$ cat src/rtl/spi_wm_pkg.sv
package spi_wm_pkg;
  localparam int REG_W    = 16;
  localparam int OFS_DATA = 0;
  localparam int OFS_CTRL = 2;
  localparam int OFS_STAT = 4;

  // control field positions
  localparam int B_EN     = 0;
  localparam int B_WIDE   = 2;
  localparam int B_RXIE   = 5;
  localparam int B_TXIE   = 6;
  localparam int B_CPOL   = 7;
  localparam int B_CPHA   = 8;
  localparam int B_DIV_LO = 9;
  localparam int DIV_W    = REG_W - B_DIV_LO;

  // status field positions
  localparam int S_BUSY   = 0;
  localparam int S_RXFULL = 1;

  localparam logic [REG_W-1:0] CTRL_MASK =
      (REG_W'(1) << B_EN)   | (REG_W'(1) << B_WIDE) |
      (REG_W'(1) << B_RXIE) | (REG_W'(1) << B_TXIE) |
      (REG_W'(1) << B_CPOL) | (REG_W'(1) << B_CPHA) |
      (REG_W'((1 << DIV_W) - 1) << B_DIV_LO);
endpackage

$ cat src/rtl/spi_wm_regs.sv
module spi_wm_regs
  import spi_wm_pkg::*;
#(
  parameter int ADDR_W = 3
) (
  input  logic              clk,
  input  logic              rst_n,
  input  logic [ADDR_W-1:0] addr,
  input  logic              wr,
  input  logic              rd,
  input  logic [REG_W-1:0]  wdata,
  input  logic              busy,
  input  logic              done,
  input  logic [REG_W-1:0]  rx_word,
  output logic [REG_W-1:0]  rdata,
  output logic              start,
  output logic              en,
  output logic              wide,
  output logic              cpol,
  output logic              cpha,
  output logic [DIV_W-1:0]  div,
  output logic              irq
);
  logic [REG_W-1:0] ctrl_q;
  logic [REG_W-1:0] rx_buf_q;
  logic             rx_full_q;
  logic             hit_data, hit_ctrl, hit_stat;

  assign hit_data = (addr == ADDR_W'(OFS_DATA));
  assign hit_ctrl = (addr == ADDR_W'(OFS_CTRL));
  assign hit_stat = (addr == ADDR_W'(OFS_STAT));

  assign en   = ctrl_q[B_EN];
  assign wide = ctrl_q[B_WIDE];
  assign cpol = ctrl_q[B_CPOL];
  assign cpha = ctrl_q[B_CPHA];
  assign div  = ctrl_q[REG_W-1:B_DIV_LO];

  assign start = wr && hit_data && en && !busy;

  always_ff @(posedge clk) begin
    if (!rst_n) begin
      ctrl_q    <= '0;
      rx_buf_q  <= '0;
      rx_full_q <= 1'b0;
    end else begin
      if (wr && hit_ctrl) ctrl_q <= wdata & CTRL_MASK;
      if (done) begin
        rx_buf_q  <= rx_word;
        rx_full_q <= 1'b1;
      end else if (rd && hit_data) begin
        rx_full_q <= 1'b0;
      end
    end
  end

  always_comb begin
    rdata = '0;
    if (hit_data)      rdata = rx_buf_q;
    else if (hit_ctrl) rdata = ctrl_q;
    else if (hit_stat) begin
      rdata[S_BUSY]   = busy;
      rdata[S_RXFULL] = rx_full_q;
    end
  end

  assign irq = en && ((rx_full_q && ctrl_q[B_RXIE]) || (!busy && ctrl_q[B_TXIE]));

  // a completed exchange leaves the receive buffer marked full
  a_r7_done_full: assert property (@(posedge clk) disable iff (!rst_n)
    ($fell(busy) && $past(en)) |-> rx_full_q);
endmodule

$ cat src/rtl/spi_wm_clkgen.sv
module spi_wm_clkgen #(
  parameter int DIV_W = 7
) (
  input  logic             clk,
  input  logic             rst_n,
  input  logic             run,
  input  logic [DIV_W-1:0] div,
  output logic             tick
);
  logic [DIV_W-1:0] div_q;
  logic [DIV_W-1:0] cnt_q;
  logic [DIV_W-1:0] limit;

  // zero is clamped to one so a half period is never shorter than two clocks
  assign limit = (div_q == '0) ? DIV_W'(1) : div_q;
  assign tick  = run && (cnt_q == limit);

  always_ff @(posedge clk) begin
    if (!rst_n) begin
      div_q <= '0;
      cnt_q <= '0;
    end else if (!run) begin
      div_q <= div;
      cnt_q <= '0;
    end else if (tick) begin
      cnt_q <= '0;
    end else begin
      cnt_q <= cnt_q + 1'b1;
    end
  end

  // edges are always at least two system clocks apart
  a_r4_tick_gap: assert property (@(posedge clk) disable iff (!rst_n)
    tick |=> !tick);
endmodule

$ cat src/rtl/spi_wm_shifter.sv
module spi_wm_shifter #(
  parameter int DATA_W = 16
) (
  input  logic              clk,
  input  logic              rst_n,
  input  logic              en,
  input  logic              start,
  input  logic [DATA_W-1:0] tx_word,
  input  logic              wide_in,
  input  logic              cpol_in,
  input  logic              cpha_in,
  input  logic              tick,
  input  logic              miso,
  output logic              busy,
  output logic              done,
  output logic [DATA_W-1:0] rx_word,
  output logic              sck,
  output logic              mosi
);
  localparam int HALF   = DATA_W / 2;
  localparam int EDGE_W = $clog2(2 * DATA_W);

  logic              busy_q, sck_q, mosi_q, wide_q, cpha_q;
  logic [DATA_W-1:0] txsh_q, rxsh_q, rx_next, aligned;
  logic [EDGE_W-1:0] edge_cnt, last_edge;
  logic              is_last, sample_now;

  assign last_edge  = wide_q ? EDGE_W'(2 * DATA_W - 1) : EDGE_W'(2 * HALF - 1);
  assign is_last    = (edge_cnt == last_edge);
  assign sample_now = (edge_cnt[0] == cpha_q);
  assign rx_next    = sample_now ? {rxsh_q[DATA_W-2:0], miso} : rxsh_q;
  assign aligned    = wide_in ? tx_word : (tx_word << HALF);

  assign done    = busy_q && en && tick && is_last;
  assign rx_word = wide_q ? rx_next : {{(DATA_W-HALF){1'b0}}, rx_next[HALF-1:0]};
  assign busy    = busy_q;
  assign sck     = sck_q;
  assign mosi    = mosi_q;

  always_ff @(posedge clk) begin
    if (!rst_n) begin
      busy_q   <= 1'b0;
      sck_q    <= 1'b0;
      mosi_q   <= 1'b0;
      wide_q   <= 1'b0;
      cpha_q   <= 1'b0;
      txsh_q   <= '0;
      rxsh_q   <= '0;
      edge_cnt <= '0;
    end else if (!en) begin
      busy_q <= 1'b0;
      sck_q  <= cpol_in;
    end else if (!busy_q) begin
      sck_q <= cpol_in;
      if (start) begin
        busy_q   <= 1'b1;
        wide_q   <= wide_in;
        cpha_q   <= cpha_in;
        edge_cnt <= '0;
        rxsh_q   <= '0;
        if (cpha_in) begin
          txsh_q <= aligned;
        end else begin
          mosi_q <= aligned[DATA_W-1];
          txsh_q <= aligned << 1;
        end
      end
    end else if (tick) begin
      sck_q    <= ~sck_q;
      edge_cnt <= edge_cnt + 1'b1;
      rxsh_q   <= rx_next;
      if (!sample_now && !is_last) begin
        mosi_q <= txsh_q[DATA_W-1];
        txsh_q <= txsh_q << 1;
      end
      if (is_last) busy_q <= 1'b0;
    end
  end

  // an accepted start makes the engine busy on the next cycle
  a_r3_start_busy: assert property (@(posedge clk) disable iff (!rst_n)
    (start && en && !busy_q) |=> busy_q);
  // outside an exchange SCK follows the polarity setting
  a_r6_idle_sck: assert property (@(posedge clk) disable iff (!rst_n)
    !$past(busy_q) |-> (sck_q == $past(cpol_in)));
  // disabling stops the engine and parks SCK
  a_r9_abort_stop: assert property (@(posedge clk) disable iff (!rst_n)
    (busy_q && !en) |=> (!busy_q && sck_q == $past(cpol_in)));
  // the edge counter never runs past the last edge of the word
  a_r5_edge_bound: assert property (@(posedge clk) disable iff (!rst_n)
    busy_q |-> (edge_cnt <= last_edge));
endmodule

$ cat src/rtl/spi_word_master.sv
module spi_word_master
  import spi_wm_pkg::*;
#(
  parameter int ADDR_W = 3
) (
  input  logic              clk,
  input  logic              rst_n,
  input  logic [ADDR_W-1:0] reg_addr,
  input  logic              reg_wr,
  input  logic              reg_rd,
  input  logic [REG_W-1:0]  reg_wdata,
  output logic [REG_W-1:0]  reg_rdata,
  output logic              irq,
  output logic              sck,
  output logic              mosi,
  input  logic              miso
);
  logic             busy, done, start, en, wide, cpol, cpha, tick;
  logic [DIV_W-1:0] div;
  logic [REG_W-1:0] rx_word;

  spi_wm_regs #(.ADDR_W(ADDR_W)) u_regs (
    .clk(clk), .rst_n(rst_n), .addr(reg_addr), .wr(reg_wr), .rd(reg_rd),
    .wdata(reg_wdata), .busy(busy), .done(done), .rx_word(rx_word),
    .rdata(reg_rdata), .start(start), .en(en), .wide(wide), .cpol(cpol),
    .cpha(cpha), .div(div), .irq(irq)
  );

  spi_wm_clkgen #(.DIV_W(DIV_W)) u_clkgen (
    .clk(clk), .rst_n(rst_n), .run(busy), .div(div), .tick(tick)
  );

  spi_wm_shifter #(.DATA_W(REG_W)) u_shifter (
    .clk(clk), .rst_n(rst_n), .en(en), .start(start), .tx_word(reg_wdata),
    .wide_in(wide), .cpol_in(cpol), .cpha_in(cpha), .tick(tick), .miso(miso),
    .busy(busy), .done(done), .rx_word(rx_word), .sck(sck), .mosi(mosi)
  );
endmodule

$ cat config.mk
export PLATFORM = sky130hd
export DESIGN_NAME = spi_word_master
export DESIGN_NICKNAME = d
export VERILOG_FILES = /design/src/rtl/spi_wm_pkg.sv /design/src/rtl/spi_wm_regs.sv /design/src/rtl/spi_wm_clkgen.sv /design/src/rtl/spi_wm_shifter.sv /design/src/rtl/spi_word_master.sv
export SDC_FILE = /design/constraint.sdc
export NUM_CORES = 1
export LEC_CHECK = 0
export ABC_AREA = 1
export BUFFER_PORTS_ARGS = -buffer_cell sky130_fd_sc_hd__buf_2
export CAP_MARGIN = 40
export CORE_MARGIN = 2
export CORE_UTILIZATION = 45
export DETAILED_ROUTE_END_ITERATION = 8
export PLACE_DENSITY_LB_ADDON = 0.1
export SYNTH_ARGS = -nofsm -noshare
export SYNTH_HDL_FRONTEND = slang
export SYNTH_SLANG_ARGS = --single-unit
$ cat constraint.sdc
create_clock -name clk -period 3 [get_ports clk]
set_clock_uncertainty 0.1 [all_clocks]
set_input_delay 0.6 -clock clk [delete_from_list [all_inputs] [get_ports clk]]
set_output_delay 0.6 -clock clk [all_outputs]
set_load 0.02 [all_outputs]
==> results of run 1 <==
worst max-delay path, cell delays in order, from the launching register on:
cell and delay [ps]:
dfxtp_1 500, buf_4 260, inv_1 240, nand2_1 90, a21oi_1 190, buf_2 200
state kept, by name, indices dropped and copies added (netlist names):
signal              cells
u_shifter.txsh_q       16
u_shifter.rxsh_q       16
u_shifter.sck           1
u_shifter.cpha_q        1
u_regs.rx_buf_q        16
u_shifter.wide_q        1
u_shifter.busy          1
u_regs.rx_full_q        1
u_regs.ctrl_q          13
u_shifter.mosi          1
u_clkgen.cnt_q          7
u_shifter.edge_cnt      5
u_clkgen.div_q          7
path summary, 6_finish.rpt:
check	startpoint	endpoint	slack [ps]	depth (start not counted)
worst max-delay path	u_shifter.busy$_SDFF_PN0_	irq	470	5
worst max register to register	u_shifter.edge_cnt[0]$_SDFFE_PN0P_	u_regs.rx_buf_q[11]$_SDFFE_PN0P_	810	9
worst min-delay path	u_shifter.rxsh_q[14]$_SDFFE_PN0P_	u_shifter.rxsh_q[14]$_SDFFE_PN0P_	360	2
worst min register to register	u_shifter.rxsh_q[14]$_SDFFE_PN0P_	u_shifter.rxsh_q[14]$_SDFFE_PN0P_	360	2
metrics by stage:
| stage | cell area (sq um) | util, % | total power, mW | worst slack [ps] |
|---|---|---|---|---|
| after floorplan | 4590 | - | 1.28 | 772 |
| after global placement | 4870 | 49.6 | 1.33 | 558 |
| after detailed placement | 4870 | 49.6 | 1.33 | 509 |
| after CTS | 5080 | 51.7 | 2.21 | 439 |
| after global routing | 5080 | 51.7 | 2.27 | 366 |
| final | 5080 | 51.7 | 2.18 | 473 |
final cells by class:
cell class | instances | share of cell area (%)
repair buffers | 55 | 6.06
well taps | 133 | 3.28
clock inverters | 5 | 1.48
inverters | 94 | 6.95
multi-input cells | 484 | 45.8
clock buffers | 10 | 2.51
flip-flops and latches | 86 | 33.9
cells by family after synthesis:
logic type | count (synthesis) | synth area share, %
and+or+nand+nor | 353 | 33.7
AOI/OAI and AO/OA | 120 | 14.7
buffers and inverters | 131 | 11.8
muxes | 1 | 0.218
DFF | 86 | 37.5
xor gates and xnor gates | 8 | 1.53
adders and majority gates | 2 | 0.545
cells in the mapped netlist (all sizes together):
cell      n
nand4    35
and2      1
xnor2     3
o221a     1
or2       2
mux2i     1
o22ai    12
clkinv    4
a31oi     3
inv      90
o211ai    1
dfxtp    86
nand3    26
nand2   176
xor2      5
a22o      7
nor2    110
a221oi    2
buf      20
clkbuf   17
o21ai    51
nor3b     1
a21oi    43
nor3      2
ha        2
power by group through the flow:
stage,sequential [mW],clock [mW],combinational [mW]
5_1_grt,1.16,0.946,0.166
3_5_place_dp,1.19,0,0.147
4_1_cts,1.16,0.904,0.148
6_report,1.16,0.876,0.148
3_3_place_gp,1.19,0,0.146
2_1_floorplan,1.18,0,0.100
per-layer routing:
layer | vias up | global-route usage [%] | part of all wire (%)
met3 | 17 | 3.06 | 4.1
met2 | 98 | 34.1 | 45
met5 | - | 0 | 0
met1 | 1987 | 29.7 | 49
met4 | 0 | 10.1 | 2.0
li1 | 2303 | - | -
==> reports/metrics.cfg, run 1 <==
[timing]
period_share_pct=84.2
rsz0062_at_grt=no
hold_ws_ps=364
tightest_slew_ps=624
drv_slew=0
setup_tns_ps=0
hold_viol=0
max-slew-margin-rel_pct=58.4
setup_violations=0
clock.fmax_mhz=396
final.min_clock_period_ps=2530

[floorplanning]
dieArea_sq_um=11000
io_pins=43
initial_core_util_pct=46.7
die_h_um=105
num_rows=36
core_area_sq_um=9820
fp.dieW_um=105

[detailed_routing]
wl_per_cell_um=13.4
wl_um=11600
drtAntennaViolNets=0
num_vias=4405
drt-pass1-iter-count=4
drt_iter0_markers=217
route.detailed.drc=0
drt-vias-per-instance=5.08

[worst_setup_path]
start_kind=flop
cp_max_fo=12
worstPathArrival_ps=1830
crit_required_ps=2300
worstSetupEndpointType=output port
crit_type=reg -> out

[layout]
antenna_cells=0
final_cell_mix=nand2_1, nor2_1, inv_1, dfxtp_1, o21ai_0
fillCellCount=1049
drive_gt1_share_pct=12.4
final_net_count=756
final_common_cell=nand2_1
multi_input_area_sq_um=2330
ff_latch_area_sq_um=1720
syn_to_final_growth_pct=10.7
instances_no_fill=867

[flow_run]
max_cap_viol_count=0

[yosys]
synth.distinct_cells=41
synth_top_cell_by_area=dfxtp_1
syn_nets=727
synthCells=701
ys_seq_area_share_pct=37.5
yosysWarnings=0
netlist.area_leader.share_pct=37.5
synth_area_sq_um=4590
synth-seq-cells=86
synth_area_leaders=dfxtp_1, nand2_1, nor2_1
avgSynthCellArea_sq_um=6.54

[power]
p_per_area_nw_per_um2=430
switchingPower_mw=0.525
swShare_pct=24.0
pwr-share-seq_pct=53.1
clkPwrFrac_pct=40.1
p_comb_share_pct=6.8
p_int_mw=1.66
peakVddDrop_mv=0.262
leakagePower_nw=2.21

[worst_hold_path]
worstHoldPathType=reg -> reg

[clocking]
ctsLongestPathBuffers=2
postCtsHoldBufs=0
htree_levels=3
path_clk_slew_ps=80
cts-resized-gates=0
root_buffer=clkbuf_8
tritoncts=built
clock_latency_ps=360
cts_sinks=86
cts_buffers=9
cts_setup_buffers=0

[placed_design]
routabilityCongestion=0.796
placed_cells=852
place_hpwl_um=8140
port_buffers=42

[grt]
grt_pass1_vias=4081
antenna_found_initial=0
grt_pass1_wl_um=19400
grt_max_degree=63
grt.total_usage_pct=21.8
grt_overflow_total=0

[run_status]
outcome=completed

Note: power is estimated with default switching activity, not from simulation.
==> inputs of run 2 (changes only) <==
Clock period 3 ns to 2.1 ns, I/O delays scaled along.
==> run 2 against run 1 <==
  * Worst hold slack worse by 130 ps
  * Cell count grew 1.8%
  * Combinational power up 55%
  * Via count grew 5.2%
  * Critical path type is now in -> out
  * Die area did not move
  * Count of clock-buffer cells in the layout is 2 higher
  * First-iteration DRC count fell by 11%
==> reports/metrics.cfg, run 2 (synthesis results as in run 1) <==
[power]
clkPwrFrac_pct=40.3
p_per_area_nw_per_um2=603
pwr-share-seq_pct=52.4
p_comb_share_pct=7.3
switchingPower_mw=0.786
leakagePower_nw=2.29
swShare_pct=24.9
peakVddDrop_mv=0.462
p_int_mw=2.37

[timing]
hold_ws_ps=234
max-slew-margin-rel_pct=65.5
drv_slew=0
final.min_clock_period_ps=1990
hold_viol=0
setup_tns_ps=0
tightest_slew_ps=516
rsz0062_at_grt=no
period_share_pct=94.6
setup_violations=0
clock.fmax_mhz=503

[floorplanning]
fp.dieW_um=105
core_area_sq_um=9820
initial_core_util_pct=46.7
die_h_um=105
num_rows=36
io_pins=43
dieArea_sq_um=11000

[detailed_routing]
route.detailed.drc=0
drt-vias-per-instance=5.25
wl_per_cell_um=13.9
drt-pass1-iter-count=5
wl_met3_um=800
drt-met1-wl_um=5580
wl_um=12300
drtAntennaViolNets=0
drt_iter0_markers=193
num_vias=4632
wl_met2_um=5640
maxUsedRoutingLayer=met4

[grt]
grt_pass1_wl_um=20500
grt_pass1_vias=4217
grt_overflow_total=0
grt.total_usage_pct=22.9
grt_max_degree=28
antenna_found_initial=0

[layout]
syn_to_final_growth_pct=14.1
final_common_cell=nand2_1
drive_gt1_share_pct=14.8
final_core_util_pct=53.3
top_regs=u_regs.rx_buf_q (16), u_shifter.rxsh_q (16), u_shifter.txsh_q (16)
fillCellCount=1037
antenna_cells=0
final_net_count=771
final_cell_mix=nand2_1, nor2_1, inv_1, dfxtp_1, o21ai_0

[flow_run]
max_cap_viol_count=0

[clocking]
cts_sinks=86
postCtsHoldBufs=0
cts_buffers=9
path_clk_slew_ps=80
root_buffer=clkbuf_8
htree_levels=3
ctsLongestPathBuffers=2
tritoncts=built
clock_latency_ps=370

[worst_setup_path]
cp_max_fo=9
path_depth=7
critPathSlowestCell=or2_1
path_cells=buf_2 -> or2_1 -> nor2_2 -> buf_4 -> nand2_1 -> o211ai_1 -> buf_2
critical_path.top_delay_family=buffers and inverters
crit_path_max_incr_delay_ps=240
worstSetupEndpointType=output port
crit_required_ps=1580
path_buf_inv=3
start_kind=input port
ff2ff_path_depth=8
worstPathArrival_ps=1470
crit_type=in -> out
cp_common_cell=buf_2

[worst_hold_path]
worstHoldPathType=in -> reg
holdPathStages=3

[run_status]
outcome=completed

[placed_design]
port_buffers=42
routabilityCongestion=0.844
place_hpwl_um=8700

==> run 2: cell count changes in the layout (fill, tap and decap cells not counted), sizes merged <==
| cell | change |
|---|---|
| nand3 | +1 |
| clkinv | -3 |
| buf | +14 |
| bufinv | -1 |
| clkinvlp | +3 |
| clkbuf | +2 |
==> run 2: tightest hold or removal path, stage by stage <==
cell     delay, ps
buf_2           70
inv_1           60
a21oi_1        120
==> run 2: worst paths after layout <==
path / start / to / slack (ps)
max: reg_addr[1] / reg_rdata[0] / 110
min: reg_wdata[12] / u_regs.ctrl_q[12]$_SDFFE_PN0P_ / 230
max reg2reg: u_shifter.edge_cnt[0]$_SDFFE_PN0P_ / u_shifter.txsh_q[5]$_SDFFE_PN0P_ / 180
min reg2reg: u_shifter.rxsh_q[12]$_SDFFE_PN0P_ / u_shifter.rxsh_q[12]$_SDFFE_PN0P_ / 360
==> run 2: repair_timing <==
item / 4_1_cts / 5_1_grt
setup endpoints to repair: 0 / 7
gates resized for setup: 0 / 5
setup buffers: 0 / 2
==> run 2: cell type report <==
| cell class | instances | area (sq um) | share of cell area (%) |
|---|---|---|---|
| inverter | 94 | 357 | 6.81 |
| clock buffer | 12 | 165 | 3.15 |
| tap | 133 | 166 | 3.18 |
| sequential | 86 | 1720 | 32.9 |
| clock inverter | 4 | 53.8 | 1.03 |
| timing repair buffer | 69 | 429 | 8.20 |
| multi-input combinational | 485 | 2340 | 44.7 |
==> run 2: power groups by stage <==
stage	logic, mW	clock network [mW]	registers, mW
5_1_grt	0.256	1.37	1.66
4_1_cts	0.228	1.30	1.65
6_report	0.230	1.27	1.65
3_5_place_dp	0.227	0	1.69
3_3_place_gp	0.225	0	1.69
2_1_floorplan	0.143	0	1.69
==> run 2: routing by layer <==
metal	global-route usage, %	up-vias
met5	0	-
met4	6.57	0
met3	5.93	26
met2	37.0	143
met1	30.1	2125
li1	-	2338
==> run 2: through the flow <==
| stage | power [mW] | instances | setup slack, ps | area [sq um] |
|---|---|---|---|---|
| after global routing | 3.28 | 883 | 1.07 | 5240 |
| after detailed placement | 1.92 | 864 | 116 | 4980 |
| after global placement | 1.92 | 864 | 144 | 4980 |
| after CTS | 3.18 | 880 | 4.38 | 5200 |
| after floorplan | 1.83 | 701 | 232 | 4590 |
| final | 3.16 | 883 | 114 | 5240 |
==> inputs of run 3 (changes only) <==
Settings changed: CORE_ASPECT_RATIO set to 1.75, CORE_UTILIZATION 45 to 54.
==> run 3 against run 2 <==
  * Cell count is 4.9% lower
  * Worst hold slack improved by 18 ps
  * Routed wire length decreased by 1.4%
  * Worst setup slack improved by 1.8 ps
  * Global-route usage up 4.3 points
  * Total power grew 13%
  * Highest routed layer unchanged
==> reports/metrics.cfg, run 3 (synthesis results as in run 1) <==
[run_status]
outcome=completed

[grt]
use_met1_pct=32.8
grt.total_usage_pct=27.2
met2_usage_pct=47.2
grt_pass1_vias=4270
top_usage_layer=met2
grt_max_degree=35
met3_usage_pct=4.56
antenna_found_initial=0
grt_overflow_total=0
grt_pass1_wl_um=20000

[detailed_routing]
drt_iter0_markers=381
wl_per_cell_um=14.4
num_vias=4562
wl_um=12100
drt-vias-per-instance=5.43
route.detailed.drc=0
drtAntennaViolNets=0
drt-pass1-iter-count=5

[worst_setup_path]
cp_max_fo=7
worstSetupEndpointType=output port
ff2ff_path_depth=9
critical_path.startpoint=reg_addr[1]
crit_required_ps=1580
timing.rr.end=u_regs.rx_buf_q[9]$_SDFFE_PN0P_
crit_type=in -> out
r2r-start=u_shifter.edge_cnt[0]$_SDFFE_PN0P_
rrSetupSlack_ps=160
worstPathArrival_ps=1460
start_kind=input port

[worst_hold_path]
holdPathStages=4
worstHoldPathType=in -> reg
hold_path_end=u_regs.rx_full_q$_SDFFE_PN0P_
hp-start=reg_rd

[clocking]
path_clk_slew_ps=60
root_buffer=clkbuf_16
clock_latency_ps=350
cts_buffers=9
tritoncts=built
cts_sinks=86
cts_setup_buffers=0
htree_levels=3
ctsLongestPathBuffers=2

[placed_design]
port_buffers=42
routabilityCongestion=0.890
place_hpwl_um=8770
placed_cells=824
post_dp_cell_area_sq_um=4920

[timing]
hold_viol=0
max-slew-margin-rel_pct=63.0
rsz0062_at_grt=no
hold_ws_ps=252
period_share_pct=94.5
setup_tns_ps=0
tightest_slew_ps=551
final.min_clock_period_ps=1980
drv_slew=0
setup_violations=0
clock.fmax_mhz=504

[power]
total_power_mw=3.58
p_per_area_nw_per_um2=681
leakagePower_nw=2.32
peakVddDrop_mv=0.661

[floorplanning]
num_rows=44
fp.dieW_um=73.7
dieArea_sq_um=9280
core_area_sq_um=8260
die_h_um=126
io_pins=43
initial_core_util_pct=55.5

[layout]
post-route-cell-area_sq_um=5260
final_cell_mix=nand2_1, nor2_1, inv_1, dfxtp_1, o21ai_0
top_regs=u_regs.rx_buf_q (16), u_shifter.rxsh_q (16), u_shifter.txsh_q (16)
antenna_cells=0
drive_gt1_share_pct=14.4
final_common_cell=nand2_1
instances_no_fill=840
syn_to_final_growth_pct=14.6
final_net_count=769

[flow_run]
max_cap_viol_count=0

run 3: cell count changes in the layout (fill, tap and decap cells not counted), sizes merged:
cell	change
clkinv	+1
clkinvlp	-1
nand3	-1
buf	-1
run 3: layout make-up:
class	instances	area, sq um
Inverter	94	353
Clock inverter	4	53.8
Multi-Input combinational cell	484	2340
Clock buffer	12	267
Timing Repair Buffer	68	405
Tap cell	92	115
Fill cell	786	3000
Sequential cell	86	1720
run 3: per-stage QoR:
stage	util [%]	worst slack, ps
2_1_floorplan	-	232
3_3_place_gp	59.6	-106
3_5_place_dp	59.6	-72.1
4_1_cts	63.5	39.0
5_1_grt	63.7	12.5
6_report	63.7	116
run 3: power by group:
group          internal (mW)  switching (mW)
Combinational         0.0761           0.151
Clock                   1.02           0.677
Sequential              1.64          0.0109
Total                   2.74           0.839
run 3: per-layer routing:
metal | wire length, um | part of all wire [%] | vias to the layer above
met3 | 539 | 4.5 | 16
met4 | 240 | 2.0 | 0
li1 | - | - | 2328
met1 | 4870 | 40 | 2089
met5 | 0 | 0 | -
met2 | 6440 | 53 | 129
run 3: worst max path at each step:
stage,to,slack (ps),depth (start not counted)
after floorplan,reg_rdata[1],230,4
after global placement,reg_rdata[9],-110,5
after detailed placement,reg_rdata[12],-70,5
after CTS,reg_rdata[0],40,4
after global routing,u_regs.rx_buf_q[9]$_SDFFE_PN0P_,10,9
final,reg_rdata[7],120,6
run 3: critical path: stages:
cell and delay, ps:
buf_2 100, or2_1 260, nor2_4 150, inv_1 140, o21ai_0 200, buf_2 200
run 3: timing repair:
item                                    CTS  global route
endpoints found under the setup margin   10             9
resized for setup                         1             3
endpoints found under the hold margin     0             0
hold buffers                              0             0
gates cloned                              0             0
